$ cat src/rtl/rtc_trim_pkg.sv
package rtc_trim_pkg;

   // Bits needed to hold values 0 .. max_val
   function automatic int unsigned span_bits(input int unsigned max_val);
      return (max_val < 2) ? 1 : $clog2(max_val + 1);
   endfunction

   // Per-second decision handed from the frame sequencer to the cycle counter
   typedef enum logic {
      SEC_SHORT = 1'b0,
      SEC_LONG  = 1'b1
   } sec_len_e;

endpackage

$ cat src/rtl/rtc_trim_corr_sat.sv
module rtc_trim_corr_sat #(
   parameter int unsigned FRAME_LEN = 30,
   parameter int unsigned CORR_W    = 5
) (
   input  logic [CORR_W-1:0] corr_in,
   output logic [CORR_W-1:0] corr_out
);

   localparam logic [CORR_W-1:0] CORR_MAX = CORR_W'(FRAME_LEN);

   generate
      if ((2 ** CORR_W) - 1 > FRAME_LEN) begin : g_clamp
         always_comb begin
            corr_out = (corr_in > CORR_MAX) ? CORR_MAX : corr_in;
         end
      end else begin : g_pass
         assign corr_out = corr_in;
      end
   endgenerate

endmodule

$ cat src/rtl/rtc_trim_cycle_ctr.sv
module rtc_trim_cycle_ctr
   import rtc_trim_pkg::*;
#(
   parameter int unsigned DIV_NOM = 32768,
   parameter int unsigned CNT_W   = 16
) (
   input  logic     clk,
   input  logic     rst,
   input  sec_len_e sec_len,
   output logic     sec_tick
);

   localparam logic [CNT_W-1:0] LAST_SHORT = CNT_W'(DIV_NOM - 1);
   localparam logic [CNT_W-1:0] LAST_LONG  = CNT_W'(DIV_NOM);

   logic [CNT_W-1:0] cyc_q;
   logic [CNT_W-1:0] cyc_last;

   always_comb begin
      cyc_last = (sec_len == SEC_LONG) ? LAST_LONG : LAST_SHORT;
      sec_tick = (cyc_q == cyc_last);
   end

   always_ff @(posedge clk) begin
      if (rst) begin
         cyc_q <= '0;
      end else if (sec_tick) begin
         cyc_q <= '0;
      end else begin
         cyc_q <= cyc_q + 1'b1;
      end
   end

endmodule

$ cat src/rtl/rtc_trim_frame_seq.sv
module rtc_trim_frame_seq
   import rtc_trim_pkg::*;
#(
   parameter int unsigned FRAME_LEN = 30,
   parameter int unsigned CORR_W    = 5,
   parameter int unsigned POS_W     = 5
) (
   input  logic              clk,
   input  logic              rst,
   input  logic              sec_tick,
   input  logic [CORR_W-1:0] corr_sat,
   output sec_len_e          sec_len,
   output logic              frame_tick,
   output logic [CORR_W-1:0] act_corr
);

   localparam int unsigned   SUM_W    = CORR_W + 1;
   localparam logic [SUM_W-1:0] FRAME_S = SUM_W'(FRAME_LEN);
   localparam logic [POS_W-1:0] POS_END = POS_W'(FRAME_LEN - 1);

   logic [POS_W-1:0]  pos_q;
   logic [CORR_W-1:0] phase_q;
   logic [CORR_W-1:0] act_q;
   logic [SUM_W-1:0]  phase_sum;
   logic [SUM_W-1:0]  phase_next;
   logic              wrap;

   // Phase accumulator: a long second is issued whenever phase crosses FRAME_LEN
   always_comb begin
      phase_sum  = {1'b0, phase_q} + {1'b0, act_q};
      wrap       = (phase_sum >= FRAME_S);
      phase_next = wrap ? (phase_sum - FRAME_S) : phase_sum;
      sec_len    = wrap ? SEC_LONG : SEC_SHORT;
      frame_tick = sec_tick && (pos_q == POS_END);
      act_corr   = act_q;
   end

   always_ff @(posedge clk) begin
      if (rst) begin
         pos_q   <= '0;
         phase_q <= '0;
         act_q   <= '0;
      end else if (frame_tick) begin
         pos_q   <= '0;
         phase_q <= '0;
         act_q   <= corr_sat;
      end else if (sec_tick) begin
         pos_q   <= pos_q + 1'b1;
         phase_q <= phase_next[CORR_W-1:0];
      end
   end

endmodule

$ cat src/rtl/rtc_trim_prescaler.sv
module rtc_trim_prescaler
   import rtc_trim_pkg::*;
#(
   parameter int unsigned DIV_NOM   = 32768,
   parameter int unsigned FRAME_LEN = 30,
   parameter int unsigned CORR_W    = span_bits(FRAME_LEN)
) (
   input  logic              clk,
   input  logic              rst,
   input  logic [CORR_W-1:0] corr_n,
   output logic              sec_tick,
   output logic              frame_tick
);

   localparam int unsigned CNT_W = span_bits(DIV_NOM);
   localparam int unsigned POS_W = span_bits(FRAME_LEN - 1);

   generate
      if (DIV_NOM < 2) begin : g_bad_div
         $error("DIV_NOM must be at least 2");
      end
      if (FRAME_LEN < 2) begin : g_bad_frame
         $error("FRAME_LEN must be at least 2");
      end
      if (CORR_W < span_bits(FRAME_LEN)) begin : g_bad_corr
         $error("CORR_W too narrow for FRAME_LEN");
      end
   endgenerate

   logic [CORR_W-1:0] corr_sat;
   logic [CORR_W-1:0] act_corr;
   sec_len_e          sec_len;

   rtc_trim_corr_sat #(
      .FRAME_LEN (FRAME_LEN),
      .CORR_W    (CORR_W)
   ) u_sat (
      .corr_in  (corr_n),
      .corr_out (corr_sat)
   );

   rtc_trim_frame_seq #(
      .FRAME_LEN (FRAME_LEN),
      .CORR_W    (CORR_W),
      .POS_W     (POS_W)
   ) u_seq (
      .clk        (clk),
      .rst        (rst),
      .sec_tick   (sec_tick),
      .corr_sat   (corr_sat),
      .sec_len    (sec_len),
      .frame_tick (frame_tick),
      .act_corr   (act_corr)
   );

   rtc_trim_cycle_ctr #(
      .DIV_NOM (DIV_NOM),
      .CNT_W   (CNT_W)
   ) u_ctr (
      .clk      (clk),
      .rst      (rst),
      .sec_len  (sec_len),
      .sec_tick (sec_tick)
   );

endmodule

$ cat config.mk
export PLATFORM = sky130hd
export DESIGN_NAME = rtc_trim_prescaler
export DESIGN_NICKNAME = d
export VERILOG_FILES = /design/src/rtl/rtc_trim_pkg.sv /design/src/rtl/rtc_trim_corr_sat.sv /design/src/rtl/rtc_trim_cycle_ctr.sv /design/src/rtl/rtc_trim_frame_seq.sv /design/src/rtl/rtc_trim_prescaler.sv
export SDC_FILE = /design/constraint.sdc
export NUM_CORES = 1
export LEC_CHECK = 0
export ABC_CLOCK_PERIOD_IN_PS = 5500
export BUFFER_PORTS_ARGS = -buffer_cell sky130_fd_sc_hd__buf_2
export CORE_MARGIN = 2
export CORE_UTILIZATION = 51
export DETAILED_ROUTE_END_ITERATION = 12
export GPL_TIMING_DRIVEN = 0
export PLACE_DENSITY = 0.8
export SETUP_SLACK_MARGIN = 0.1
export SLEW_MARGIN = 15
export SYNTH_ARGS = -nofsm -noshare
export SYNTH_HDL_FRONTEND = slang
export SYNTH_HIERARCHICAL = 1
export SYNTH_SLANG_ARGS = --single-unit
$ cat constraint.sdc
create_clock -name clk -period 5.5 [get_ports clk]
set_clock_uncertainty 0.2 [all_clocks]
set_input_delay 0.275 -clock clk [delete_from_list [all_inputs] [get_ports clk]]
set_output_delay 0.275 -clock clk [all_outputs]
set_load 0.02 [all_outputs]
==> summary.md, run 1 <==
| Metric | Value |
|---|---|
| Uppermost layer routed | `met4` |
| Clock Path Buffers | `2` |
| Routed Antenna Nets | `0` |
| Layout area overhead | `9.34%` |
| #FFs+latches synth | `31` |
| Grt ovf | `0` |
| H-Tree Depth | `2` |
| Syn Inst Count | `roughly 190` |
| DRT met1 WL | `between 1000 and 1500 µm` |
| Worst r2r path cells | `16` |
| Synth Net Count | `210` |
| Unrepaired setup endpoints after global routing | `no` |
| Die X | `~60 µm` |
| Hold path cells | `4` |
| Min-Delay Endpoint | `u_seq/act_corr[0]` |
| Layout cells sized above 1 | `between 10% and 20%` |
| Final Instance Area | `roughly 0.0018 mm²` |
| Core box area | `just over 0.003 mm²` |
| ANT cells | `0` |
| Peak supply drop | `~0.13 mV` |
| Setup Viol. Count Final | `0` |
| Area of the mapped netlist | `0.00166 mm²` |
| Total Wirelength | `2810 µm` |
| Largest net degree at the start of global routing | `12` |
| Fin crit share | `82.7%` |
| Worst R2R End | `u_seq/phase_q[3]` |
| Hold path start | `corr_n[4]` |
| Die Area | `about 0.0037 mm²` |
| Crit-path cells | `ha_1 -> inv_1 -> fa_1 -> nand2b_1 -> a21oi_2 -> xor2_2 -> a31o_4 -> or2b_2 -> or4_1 -> a22oi_2 -> buf_6 -> clkbuf_1 -> nand3_1 -> inv_1 -> buf_2` |
| Hold WC Path Type | `input pin to flop` |
| Final worst slack | `around 0.95 ns` |
| Router iterations before antenna repair | `4` |
| 1st-iter DRT viols | `90` |
| TritonCTS buffer count | `5` |
| Overall power | `369 µW` |
| Post-CTS Setup Bufs | `0` |
| Clk root buf | `clkbuf_4` |
| Crit. End Element | `output port` |
| Worst-path fanout max | `11` |
| Wire per inst | `11.1 µm` |
| Final #Nets | `226` |
| Worst path slowest cell | `or4_1` |
| Max incr delay on CP | `0.41 ns` |
| Sequential area share after synthesis | `a little under two fifths` |
| Slew HR | `between 60% and 70%` |
| Max-cap violations | `0` |
| RR Startpoint | `u_seq/phase_q[0]` |
| Crit path max-delay family | `simple AND/OR/NAND/NOR gates` |
| Antenna violations before repair | `0` |
| Reg clk slew, reported paths | `0.09 ns` |
| Initial Utilization | `53.9%` |
| Clock sink count | `31` |
| Placed insts | `245` |
| Distinct cells, synth | `35` |
| Tmin final | `~4.5 ns` |
| Worst EP required | `between 5 and 6 ns` |
| DP Area | `0.00176 mm²` |
| Vias in the first global route | `1236` |
| Met3 wire len | `around 83 µm` |
| YS warnings | `6` |
| Die Y-Extent | `61.1 µm` |
| Setup CP Type | `flop to output port` |
| Worst path bufs/invs | `5` |
| Buffers on Ports | `8` |
| GRT Overall Usage | `18.4%` |
| Residual DRC | `0` |
| Arrival @ worst endpoint | `4.07 ns` |
| Final Hold Viols | `0` |
| Status | `complete, no violations` |
| DR vias/cell | `around 5.1` |
| Dpl hpwl | `2060 µm` |
| Actual slew at the worst max-slew pin | `~0.5 ns` |
| Leakage | `around 0.65 nW` |
| Cell row count | `20` |
| Final slew viol count | `0` |
| Routability congestion estimate | `about 0.9` |
| Worst slack, placed | `1.15 ns` |
| Total number of vias | `between 1000 and 1500` |
| FF-to-FF setup slack | `around 1.2 ns` |
| Cell area power density | `203 mW/mm²` |
| Fmax | `between 200 and 250 MHz` |
| Setup TNS | `0 ns` |
| Ports | `9` |
| Synthesized area per cell | `8.60 µm²` |
| Worst setup SP type | `flop` |
| CTS tree | `done` |
| Detailed route wirelength on metal2 | `~1300 µm` |
| Top cell by count, worst path | `inv_1` |
| First-pass GRT wire length | `4970 µm` |
| Final Non-Filler Cells | `254` |
| Clock Latency Late Sink | `about 0.34 ns` |
==> power breakdown <==
part	internal, mW	switching, mW	total (mW)
sequential	0.226	0.00207	0.228
clock	0.0497	0.0756	0.125
combinational	0.00724	0.00832	0.0156
==> how the worst max path moves through the flow <==
stage | cells past startpoint | to | start
2_1_floorplan | 16 | u_seq/phase_q[3] | u_seq/act_corr[0]
3_3_place_gp | 16 | u_seq/phase_q[3] | u_seq/act_corr[0]
3_5_place_dp | 16 | u_seq/phase_q[3] | u_seq/phase_q[0]
4_1_cts | 15 | frame_tick | u_seq/phase_q[0]
5_1_grt | 15 | frame_tick | u_seq/phase_q[0]
6_report | 15 | frame_tick | u_seq/phase_q[0]
==> worst min-delay path: stages <==
cell	delay [ns]
buf_2	0.09
a41oi_2	0.08
nand2_1	0.05
a21oi_1	0.05
==> per-layer routing <==
layer | vias to the layer above | track usage, %
li1 | 704 | -
met1 | 582 | 21.6
met2 | 14 | 29.3
met3 | 8 | 5.67
met4 | 0 | 11.2
met5 | - | 0
==> logic make-up after synthesis <==
kind of cell	after synthesis	synth area share [%]
simple gates	83	25.0
flops	31	37.4
buf+inv	21	5.80
fa+ha+maj	10	7.99
mux	3	1.81
compound gates	25	11.0
xor+xnor	20	11.0
==> flip-flops by register name (all words and copies together) (netlist names) <==
| register | flops |
|---|---|
| u_seq/pos_q | 5 |
| u_seq/phase_q | 5 |
| u_seq/act_corr | 5 |
| u_ctr/cyc_q | 16 |
==> repair_timing <==
action | in CTS | in global routing
hold buffers | 1 | 0
hold endpoints to repair | 5 | 0
gates resized for setup | 0 | 0
==> cells in the mapped netlist, drive strengths merged <==
cell type | number | share of area [%]
a211oi | 4 | 1.8
a21o | 1 | 0.45
a21oi | 11 | 3.8
a22oi | 1 | 0.75
a31o | 1 | 1.1
a41oi | 1 | 0.98
and2 | 1 | 0.38
and3 | 2 | 0.75
buf | 2 | 1.4
clkbuf | 9 | 2.2
dfxtp | 31 | 37
fa | 1 | 1.2
ha | 9 | 6.8
inv | 10 | 2.3
mux2i | 3 | 1.8
nand2 | 16 | 3.6
nand2b | 2 | 0.75
nand3 | 8 | 2.4
nand4 | 6 | 2.6
nor2 | 21 | 4.7
nor3 | 13 | 3.9
nor3b | 1 | 0.45
nor4 | 7 | 2.6
nor4bb | 1 | 0.60
o21ai | 5 | 1.5
o221a | 1 | 0.68
or2b | 1 | 0.53
or3 | 3 | 1.1
or4 | 1 | 0.45
xnor2 | 14 | 7.4
xor2 | 6 | 3.6
==> metrics by stage <==
stage	hold WS [ns]	util, %
floorplan	0.144	-
global placement	0.252	57.0
detailed placement	0.253	57.0
CTS	0.0406	59.0
global route	0.0750	59.0
finish	0.0462	59.0
==> cell usage in the layout (no fill, tap or decap), types with 3 or more instances in the layout <==
cell type,count
nor3_1,13
nand3_1,8
clkbuf_4,5
a21oi_1,9
a211oi_1,4
o21ai_0,5
clkbuf_1,9
buf_2,8
xor2_1,5
ha_1,9
nand4_1,5
mux2i_1,3
nand2_1,16
xnor2_1,14
inv_1,10
dfxtp_1,31
nor4_1,7
nor2_1,21
or3_1,3
==> final cells by class <==
| type | instances | area, µm² |
|---|---|---|
| fillers | 294 | 1260 |
| multi-input cells | 141 | 943 |
| flip-flops and latches | 31 | 621 |
| plain buffers | 11 | 58.8 |
| well taps | 44 | 55.1 |
| repair buffers | 9 | 50.0 |
| clock buffers | 7 | 45.0 |
| inverters | 10 | 37.5 |
| clock inverters | 1 | 5.00 |
Power figures use the tool's default switching activity.
==> inputs of run 2 (changes only) <==
--- a/config.mk
+++ b/config.mk
@@ -5,13 +5,13 @@
 export SDC_FILE = /design/constraint.sdc
 export NUM_CORES = 1
 export LEC_CHECK = 0
-export ABC_CLOCK_PERIOD_IN_PS = 5500
+export ABC_CLOCK_PERIOD_IN_PS = 4000
 export BUFFER_PORTS_ARGS = -buffer_cell sky130_fd_sc_hd__buf_2
 export CORE_MARGIN = 2
 export CORE_UTILIZATION = 51
 export DETAILED_ROUTE_END_ITERATION = 12
 export GPL_TIMING_DRIVEN = 0
-export PLACE_DENSITY = 0.8
+export PLACE_DENSITY = 0.83
 export SETUP_SLACK_MARGIN = 0.1
 export SLEW_MARGIN = 15
 export SYNTH_ARGS = -nofsm -noshare
==> constraint.sdc (replaced) <==
create_clock -name clk -period 4 [get_ports clk]
set_clock_uncertainty 0.2 [all_clocks]
set_input_delay 0.2 -clock clk [delete_from_list [all_inputs] [get_ports clk]]
set_output_delay 0.2 -clock clk [all_outputs]
set_load 0.02 [all_outputs]
==> summary.md, run 2 (same netlist as run 1, synthesis figures left out) <==
| Metric | Value |
|---|---|
| Clk root buf | `clkbuf_4 (unchanged)` |
| Ports | `9 (unchanged)` |
| First-pass GRT wire length | `5910 µm (was 4970 µm)` |
| Met3 wire len | `130 µm (was 83 µm)` |
| Worst slack, placed | `-0.296 ns (was 1.15 ns)` |
| Number of flip-flops under the largest register name | `16 (unchanged)` |
| Worst setup SP type | `flop (unchanged)` |
| Final worst slack | `0.219 ns (was 0.953 ns)` |
| Final Core Density | `65.5% (was 59.0%)` |
| Worst-path fanout max | `5 (was 11)` |
| 1st-iter DRT viols | `48 (was 90)` |
| Uppermost layer routed | `met4 (unchanged)` |
| Setup CP Type | `flop to output port (unchanged)` |
| Unrepaired setup endpoints after global routing | `no (unchanged)` |
| Arrival @ worst endpoint | `3.38 ns (was 4.07 ns)` |
| Register Area | `623 µm² (was 621 µm²)` |
| Router iterations before antenna repair | `4 (unchanged)` |
| Final slew viol count | `0 (unchanged)` |
| Hold WC Path Type | `flop to flop (was input pin to flop)` |
| Reg clk slew, reported paths | `0.09 ns (about the same)` |
| Vias in the first global route | `1352 (was 1236)` |
| Tmin final | `3.78 ns` |
| DRT met1 WL | `1560 µm (was 1370 µm)` |
| Crit. End Element | `output port (unchanged)` |
| Fill count | `237 (was 294)` |
| Final Instance Area | `0.00202 mm² (was 0.00182 mm²)` |
| Total number of vias | `1408 (was 1308)` |
| Die Y-Extent | `61.1 µm (unchanged)` |
| Status | `complete, no violations (unchanged)` |
| Cell area power density | `297 mW/mm² (was 203 mW/mm²)` |
| Most frequent cells in the layout | `29 x dfxtp_1, 21 x nor2_1, 16 x nand2_1 (was 31 x dfxtp_1, 21 x nor2_1, 16 x nand2_1)` |
| Buffers on Ports | `8 (unchanged)` |
| Area taken by multi-input logic gates | `961 µm² (was 943 µm²)` |
| Setup Viol. Count Final | `0 (unchanged)` |
| Actual slew at the worst max-slew pin | `0.330 ns (was 0.499 ns)` |
| CTS tree | `done (unchanged)` |
| Largest net degree at the start of global routing | `11 (was 12)` |
| ANT cells | `0 (unchanged)` |
| Residual DRC | `0 (unchanged)` |
| P_int | `472 µW (was 283 µW)` |
| Slew HR | `77.8% (was 66.7%)` |
| DR vias/cell | `5.21 (was 5.15)` |
| Detailed route wirelength on metal2 | `1710 µm (was 1280 µm)` |
| Peak supply drop | `0.369 mV (was 0.127 mV)` |
| Wire per inst | `12.9 µm (was 11.1 µm)` |
| Switching Power | `126 µW (was 86.0 µW)` |
| Fmax | `265 MHz` |
| Antenna violations before repair | `0 (unchanged)` |
| Dpl hpwl | `2070 µm (was 2060 µm)` |
| Cell row count | `20 (unchanged)` |
| Total Wirelength | `3480 µm (was 2810 µm)` |
| Core box area | `0.00308 mm² (unchanged)` |
| Switching part of the total | `21.1% (was 23.3%)` |
| Fin crit share | `a little over nine tenths` |
| Flop pwr share | `52.5% (was 61.8%)` |
| Initial Utilization | `53.9% (unchanged)` |
| Die Area | `0.00373 mm² (unchanged)` |
| Layout area overhead | `21.4% (was 9.34%)` |
| Grt ovf | `0 (unchanged)` |
| DP Area | `0.00176 mm² (unchanged)` |
| Overall power | `598 µW (was 369 µW)` |
| Leakage | `0.757 nW (was 0.654 nW)` |
| Worst EP required | `3.60 ns (was 5.03 ns)` |
| Die X | `61.1 µm (unchanged)` |
| Clock sink count | `31 (unchanged)` |
| Routability congestion estimate | `0.910 (was 0.879)` |
| Gate power share | `4.3% (was 4.2%)` |
| Max-cap violations | `0 (unchanged)` |
| Most common cell after layout, fill and taps aside | `dfxtp_1 (unchanged)` |
| TritonCTS buffer count | `5 (unchanged)` |
| Routed Antenna Nets | `0 (unchanged)` |
| Clock Latency Late Sink | `0.34 ns (about the same)` |
| Reg with most FFs | `u_ctr/cyc_q (unchanged)` |
| Hold Slack | `0.272 ns (was 0.0462 ns)` |
| Final Hold Viols | `0 (unchanged)` |
| Clock network power share | `43.2% (was 33.9%)` |
| Clock Path Buffers | `2 (unchanged)` |
| GRT Overall Usage | `21.8% (was 18.4%)` |
| Final #Nets | `242 (was 226)` |
| H-Tree Depth | `2 (unchanged)` |
| Layout cells sized above 1 | `21.2% (was 12.4%)` |
[run 2: cell count changes in the layout (fill, tap and decap cells not counted), moves of 2 or more]
cell	delta
buf_4	+13
clkbuf_1	-5
dlygate4sd3_1	+5
clkbuf_2	+2
dfxtp_1	-2
dfxtp_2	+2
[run 2: worst max-delay path, cell delays in order, from the launching register on]
cell      delay, ns
dfxtp_2        0.36
ha_2           0.20
inv_1          0.06
fa_2           0.34
nand2b_1       0.16
a21oi_2        0.17
xor2_2         0.12
a31o_4         0.25
or2b_2         0.27
or4_1          0.41
a22oi_2        0.23
buf_6          0.15
nand3_4        0.10
inv_4          0.07
buf_4          0.13
[run 2: final cells by class]
cell class,count,share of cell area (%)
Buffer,10,2.86
Clock buffer,6,2.55
Clock inverter,2,1.74
Inverter,10,1.99
Multi-Input combinational cell,141,47.7
Sequential cell,31,30.9
Tap cell,44,2.73
Timing Repair Buffer,26,9.56
[run 2: stage by stage]
| stage | instances | TNS (ns) |
|---|---|---|
| 2_1_floorplan | 193 | 0 |
| 3_3_place_gp | 245 | -2.49 |
| 3_5_place_dp | 245 | -2.78 |
| 4_1_cts | 263 | 0 |
| 5_1_grt | 270 | 0 |
| 6_report | 270 | 0 |
[run 2: worst paths after layout]
check / cells past startpoint / to / startpoint / slack [ns]
max: 14 / frame_tick / u_seq/phase_q[0] / 0.22
min: 2 / u_seq/act_corr[2] / u_seq/act_corr[2] / 0.27
max reg2reg: 16 / u_seq/phase_q[1] / u_seq/phase_q[0] / 0.28
min reg2reg: 2 / u_seq/act_corr[2] / u_seq/act_corr[2] / 0.27
[run 2: metal layers]
| metal | GRT usage (%) | up-vias |
|---|---|---|
| li1 | - | 733 |
| met5 | 0 | - |
| met2 | 39.2 | 23 |
| met3 | 7.98 | 10 |
| met4 | 5.59 | 0 |
| met1 | 24.2 | 642 |
[run 2: timing repair]
item,in CTS,in global routing
endpoints found under the hold margin,5,0
hold buffers,6,0
buffers inserted,5,7
pin swaps,2,4
resized for setup,7,6
endpoints found under the setup margin,16,12
[run 2: power groups by stage]
stage / logic (mW) / registers [mW] / clock network, mW
final: 0.0258 / 0.314 / 0.259
after global routing: 0.0289 / 0.314 / 0.272
after CTS: 0.0250 / 0.314 / 0.261
after detailed placement: 0.0205 / 0.321 / 0
after global placement: 0.0204 / 0.321 / 0
after floorplan: 0.0136 / 0.320 / 0
==> inputs of run 3 (changes only) <==
--- a/config.mk
+++ b/config.mk
@@ -5,6 +5,7 @@
 export SDC_FILE = /design/constraint.sdc
 export NUM_CORES = 1
 export LEC_CHECK = 0
+export ABC_AREA = 1
 export ABC_CLOCK_PERIOD_IN_PS = 4000
 export BUFFER_PORTS_ARGS = -buffer_cell sky130_fd_sc_hd__buf_2
 export CORE_MARGIN = 2
==> summary.md, run 3 <==
| Metric | Value |
|---|---|
| Status | `complete, no violations (unchanged)` |
| Worst EP required | `3.60 ns (about the same)` |
| Switching part of the total | `19.9% (was 21.1%)` |
| Vias in the first global route | `1553 (was 1352)` |
| Routability congestion estimate | `0.823 (was 0.910)` |
| Worst path slowest cell | `fa_1 (was or4_1)` |
| CTS tree | `done (unchanged)` |
| Actual slew at the worst max-slew pin | `0.262 ns (was 0.330 ns)` |
| Dpl hpwl | `2850 µm (was 2070 µm)` |
| Top FF cell, synth | `dfxtp_1 (unchanged)` |
| Max-cap violations | `0 (unchanged)` |
| Layout cells sized above 1 | `18.0% (was 21.2%)` |
| First-pass GRT wire length | `6480 µm (was 5910 µm)` |
| 1st-iter DRT viols | `87 (was 48)` |
| Residual DRC | `0 (unchanged)` |
| Most common cell after layout, fill and taps aside | `nand2_1 (was dfxtp_1)` |
| Ports | `9 (unchanged)` |
| Initial Utilization | `53.1% (was 53.9%)` |
| Async SR Flop Fraction | `0% (unchanged)` |
| Syn Inst Count | `278 (was 193)` |
| Reg with most FFs | `u_ctr/cyc_q (unchanged)` |
| Buffers on Ports | `8 (unchanged)` |
| Clock Path Buffers | `2 (unchanged)` |
| Crit-path cells | `ha_1 -> inv_1 -> fa_1 -> xnor2_2 -> inv_2 -> nor2_2 -> nand3_4 -> nand2_4 -> nand2_1 -> o21ai_0 -> nand2_1 -> inv_1 -> nand3_2 -> inv_2 -> buf_2 (was ha_2 -> inv_1 -> fa_2 -> nand2b_1 -> a21oi_2 -> xor2_2 -> a31o_4 -> or2b_2 -> or4_1 -> a22oi_2 -> buf_6 -> nand3_4 -> inv_4 -> buf_4)` |
| Cell row count | `22 (was 20)` |
| Grt ovf | `0 (unchanged)` |
| Area contributors post-synth | `dfxtp_1 32%, nand2_1 11%, nor2_1 8.2% (was dfxtp_1 37%, xnor2_1 7.4%, ha_1 6.8%)` |
| Largest net degree at the start of global routing | `11 (unchanged)` |
| Distinct cells, synth | `32 (was 35)` |
| Total Wirelength | `3790 µm (was 3480 µm)` |
| Fmax | `288 MHz (was 265 MHz)` |
| #FFs+latches synth | `31 (unchanged)` |
| Setup CP Type | `flop to output port (unchanged)` |
| Die Y-Extent | `65.9 µm (was 61.1 µm)` |
| Unrepaired setup endpoints after global routing | `no (unchanged)` |
| Gate power share | `3.7% (was 4.3%)` |
| Synth Net Count | `295 (was 210)` |
| Most common cell in the netlist | `nand2_1 (was dfxtp_1)` |
| Area of the mapped netlist | `0.00196 mm² (was 0.00166 mm²)` |
| Arrival @ worst endpoint | `3.08 ns (was 3.38 ns)` |
| Synth top area share | `31.7% (was 37.4%)` |
| Flop pwr share | `48.2% (was 52.5%)` |
| Max incr delay on CP | `0.44 ns (was 0.41 ns)` |
| Synth top cells by count | `59 x nand2_1, 43 x nor2_1, 33 x inv_1 (was 31 x dfxtp_1, 21 x nor2_1, 16 x nand2_1)` |
| Routed Antenna Nets | `0 (unchanged)` |
| Final Hold Viols | `0 (unchanged)` |
| Cell area power density | `299 mW/mm² (was 297 mW/mm²)` |
| Crit. End Element | `output port (unchanged)` |
| Crit path max-delay family | `simple AND/OR/NAND/NOR gates (unchanged)` |
| Worst path bufs/invs | `5 (was 4)` |
| Overall power | `654 µW (was 598 µW)` |
| P_int | `523 µW (was 472 µW)` |
| Router iterations before antenna repair | `4 (unchanged)` |
| Core box area | `0.00369 mm² (was 0.00308 mm²)` |
| Wire per inst | `11.0 µm (was 12.9 µm)` |
| Post-synth EDFFs | `0 (unchanged)` |
| Antenna violations before repair | `0 (unchanged)` |
| Area leader, netlist | `dfxtp_1 (unchanged)` |
| Layout area overhead | `11.6% (was 21.4%)` |
| Clk root buf | `clkbuf_8 (was clkbuf_4)` |
| Slew HR | `82.5% (was 77.8%)` |
| DR vias/cell | `4.93 (was 5.21)` |
| Setup Viol. Count Final | `0 (unchanged)` |
| Switching Power | `130 µW (was 126 µW)` |
| Synthesized area per cell | `7.04 µm² (was 8.60 µm²)` |
| Worst-path fanout max | `8 (was 5)` |
| Final #Nets | `311 (was 242)` |
| Reg clk slew, reported paths | `0.07 ns (was 0.09 ns)` |
| GRT Overall Usage | `19.3% (was 21.8%)` |
| TritonCTS buffer count | `5 (unchanged)` |
| Most frequent cells in the layout | `59 x nand2_1, 43 x nor2_1, 33 x inv_1 (was 29 x dfxtp_1, 21 x nor2_1, 16 x nand2_1)` |
| Fin crit share | `86.9% (was 94.5%)` |
| Leakage | `0.890 nW (was 0.757 nW)` |
| YS warnings | `6 (unchanged)` |
| Die X | `65.9 µm (was 61.1 µm)` |
| Total number of vias | `1691 (was 1408)` |
| Tmin final | `3.48 ns (was 3.78 ns)` |
| Sequential area share after synthesis | `31.7% (was 37.4%)` |
| Final slew viol count | `0 (unchanged)` |
| Setup TNS | `0 ns (unchanged)` |
| Clock network power share | `48.1% (was 43.2%)` |
| Hold WC Path Type | `input pin to flop (was flop to flop)` |
| Number of flip-flops under the largest register name | `16 (unchanged)` |
| ANT cells | `0 (unchanged)` |
| Die Area | `0.00435 mm² (was 0.00373 mm²)` |
| Clock Latency Late Sink | `0.28 ns (was 0.34 ns)` |
| H-Tree Depth | `2 (unchanged)` |
| Worst setup SP type | `flop (unchanged)` |
| Post-cts sizing count | `0 (was 7)` |
| Clock sink count | `31 (unchanged)` |
| Peak supply drop | `0.243 mV (was 0.369 mV)` |
## run 3: metrics by stage
stage               cell area [µm²]  instances  hold slack (ns)  utilization, %  setup slack (ns)
floorplan                      1960        278           0.0691               -             0.888
global placement               2060        334            0.255            55.8             0.718
detailed placement             2060        334            0.265            55.8             0.657
CTS                            2180        343           0.0397            59.2             0.501
global route                   2180        343           0.0735            59.2             0.218
finish                         2180        343           0.0416            59.2             0.523
## run 3: layer usage
layer | part of all wire, % | global-route usage, % | wire length, µm | up-vias
met2 | 50 | 35.5 | 1910 | 30
met4 | 1.7 | 7.65 | 65 | 0
li1 | - | - | - | 897
met1 | 45 | 21.2 | 1690 | 758
met5 | 0 | 0 | 0 | -
met3 | 3.2 | 4.77 | 122 | 6
## run 3: worst min-delay path, delay by kind of cell
kind	cells	cell delay, ns
buf+inv	2	0.14
simple gates	2	0.09
compound gates	1	0.05
## run 3: final timing paths
kind / start / to / slack, ns / cells after the start
setup / recovery: u_seq/act_corr[0] / frame_tick / 0.52 / 15
hold / removal: corr_n[0] / u_seq/act_corr[0] / 0.04 / 5
setup reg to reg: u_seq/act_corr[0] / u_seq/phase_q[3] / 0.65 / 19
hold reg to reg: u_seq/act_corr[0] / u_seq/act_corr[0] / 0.27 / 2
## run 3: what timing repair did
item,CTS,global route
endpoints found under the hold margin,5,0
hold buffers,1,0
setup buffers,0,0
## run 3: cell families (layout without fill, tap and decap cells)
kind of cell | after synthesis | after routing | synth area share (%)
adders and majority gates | 10 | 10 | 6.78
AOI/OAI and AO/OA | 21 | 21 | 5.95
buffers and inverters | 41 | 58 | 8.82
and+or+nand+nor | 160 | 160 | 39.6
DFF | 31 | 31 | 31.7
xor gates and xnor gates | 15 | 15 | 7.10
## run 3: final cells by class
cell class	instances	area, µm²
clock inverter	2	35.0
inverter	35	131
clock buffer	6	82.6
fill	338	1500
timing repair buffer	9	50.0
buffer	6	41.3
tap	48	60.1
sequential	31	621
multi-input combinational	206	1160
## run 3: power groups by stage
stage | sequential (mW) | combinational [mW] | clock [mW]
2_1_floorplan | 0.321 | 0.0163 | 0
3_3_place_gp | 0.322 | 0.0229 | 0
3_5_place_dp | 0.322 | 0.0234 | 0
4_1_cts | 0.315 | 0.0244 | 0.323
5_1_grt | 0.316 | 0.0272 | 0.338
6_report | 0.315 | 0.0242 | 0.314
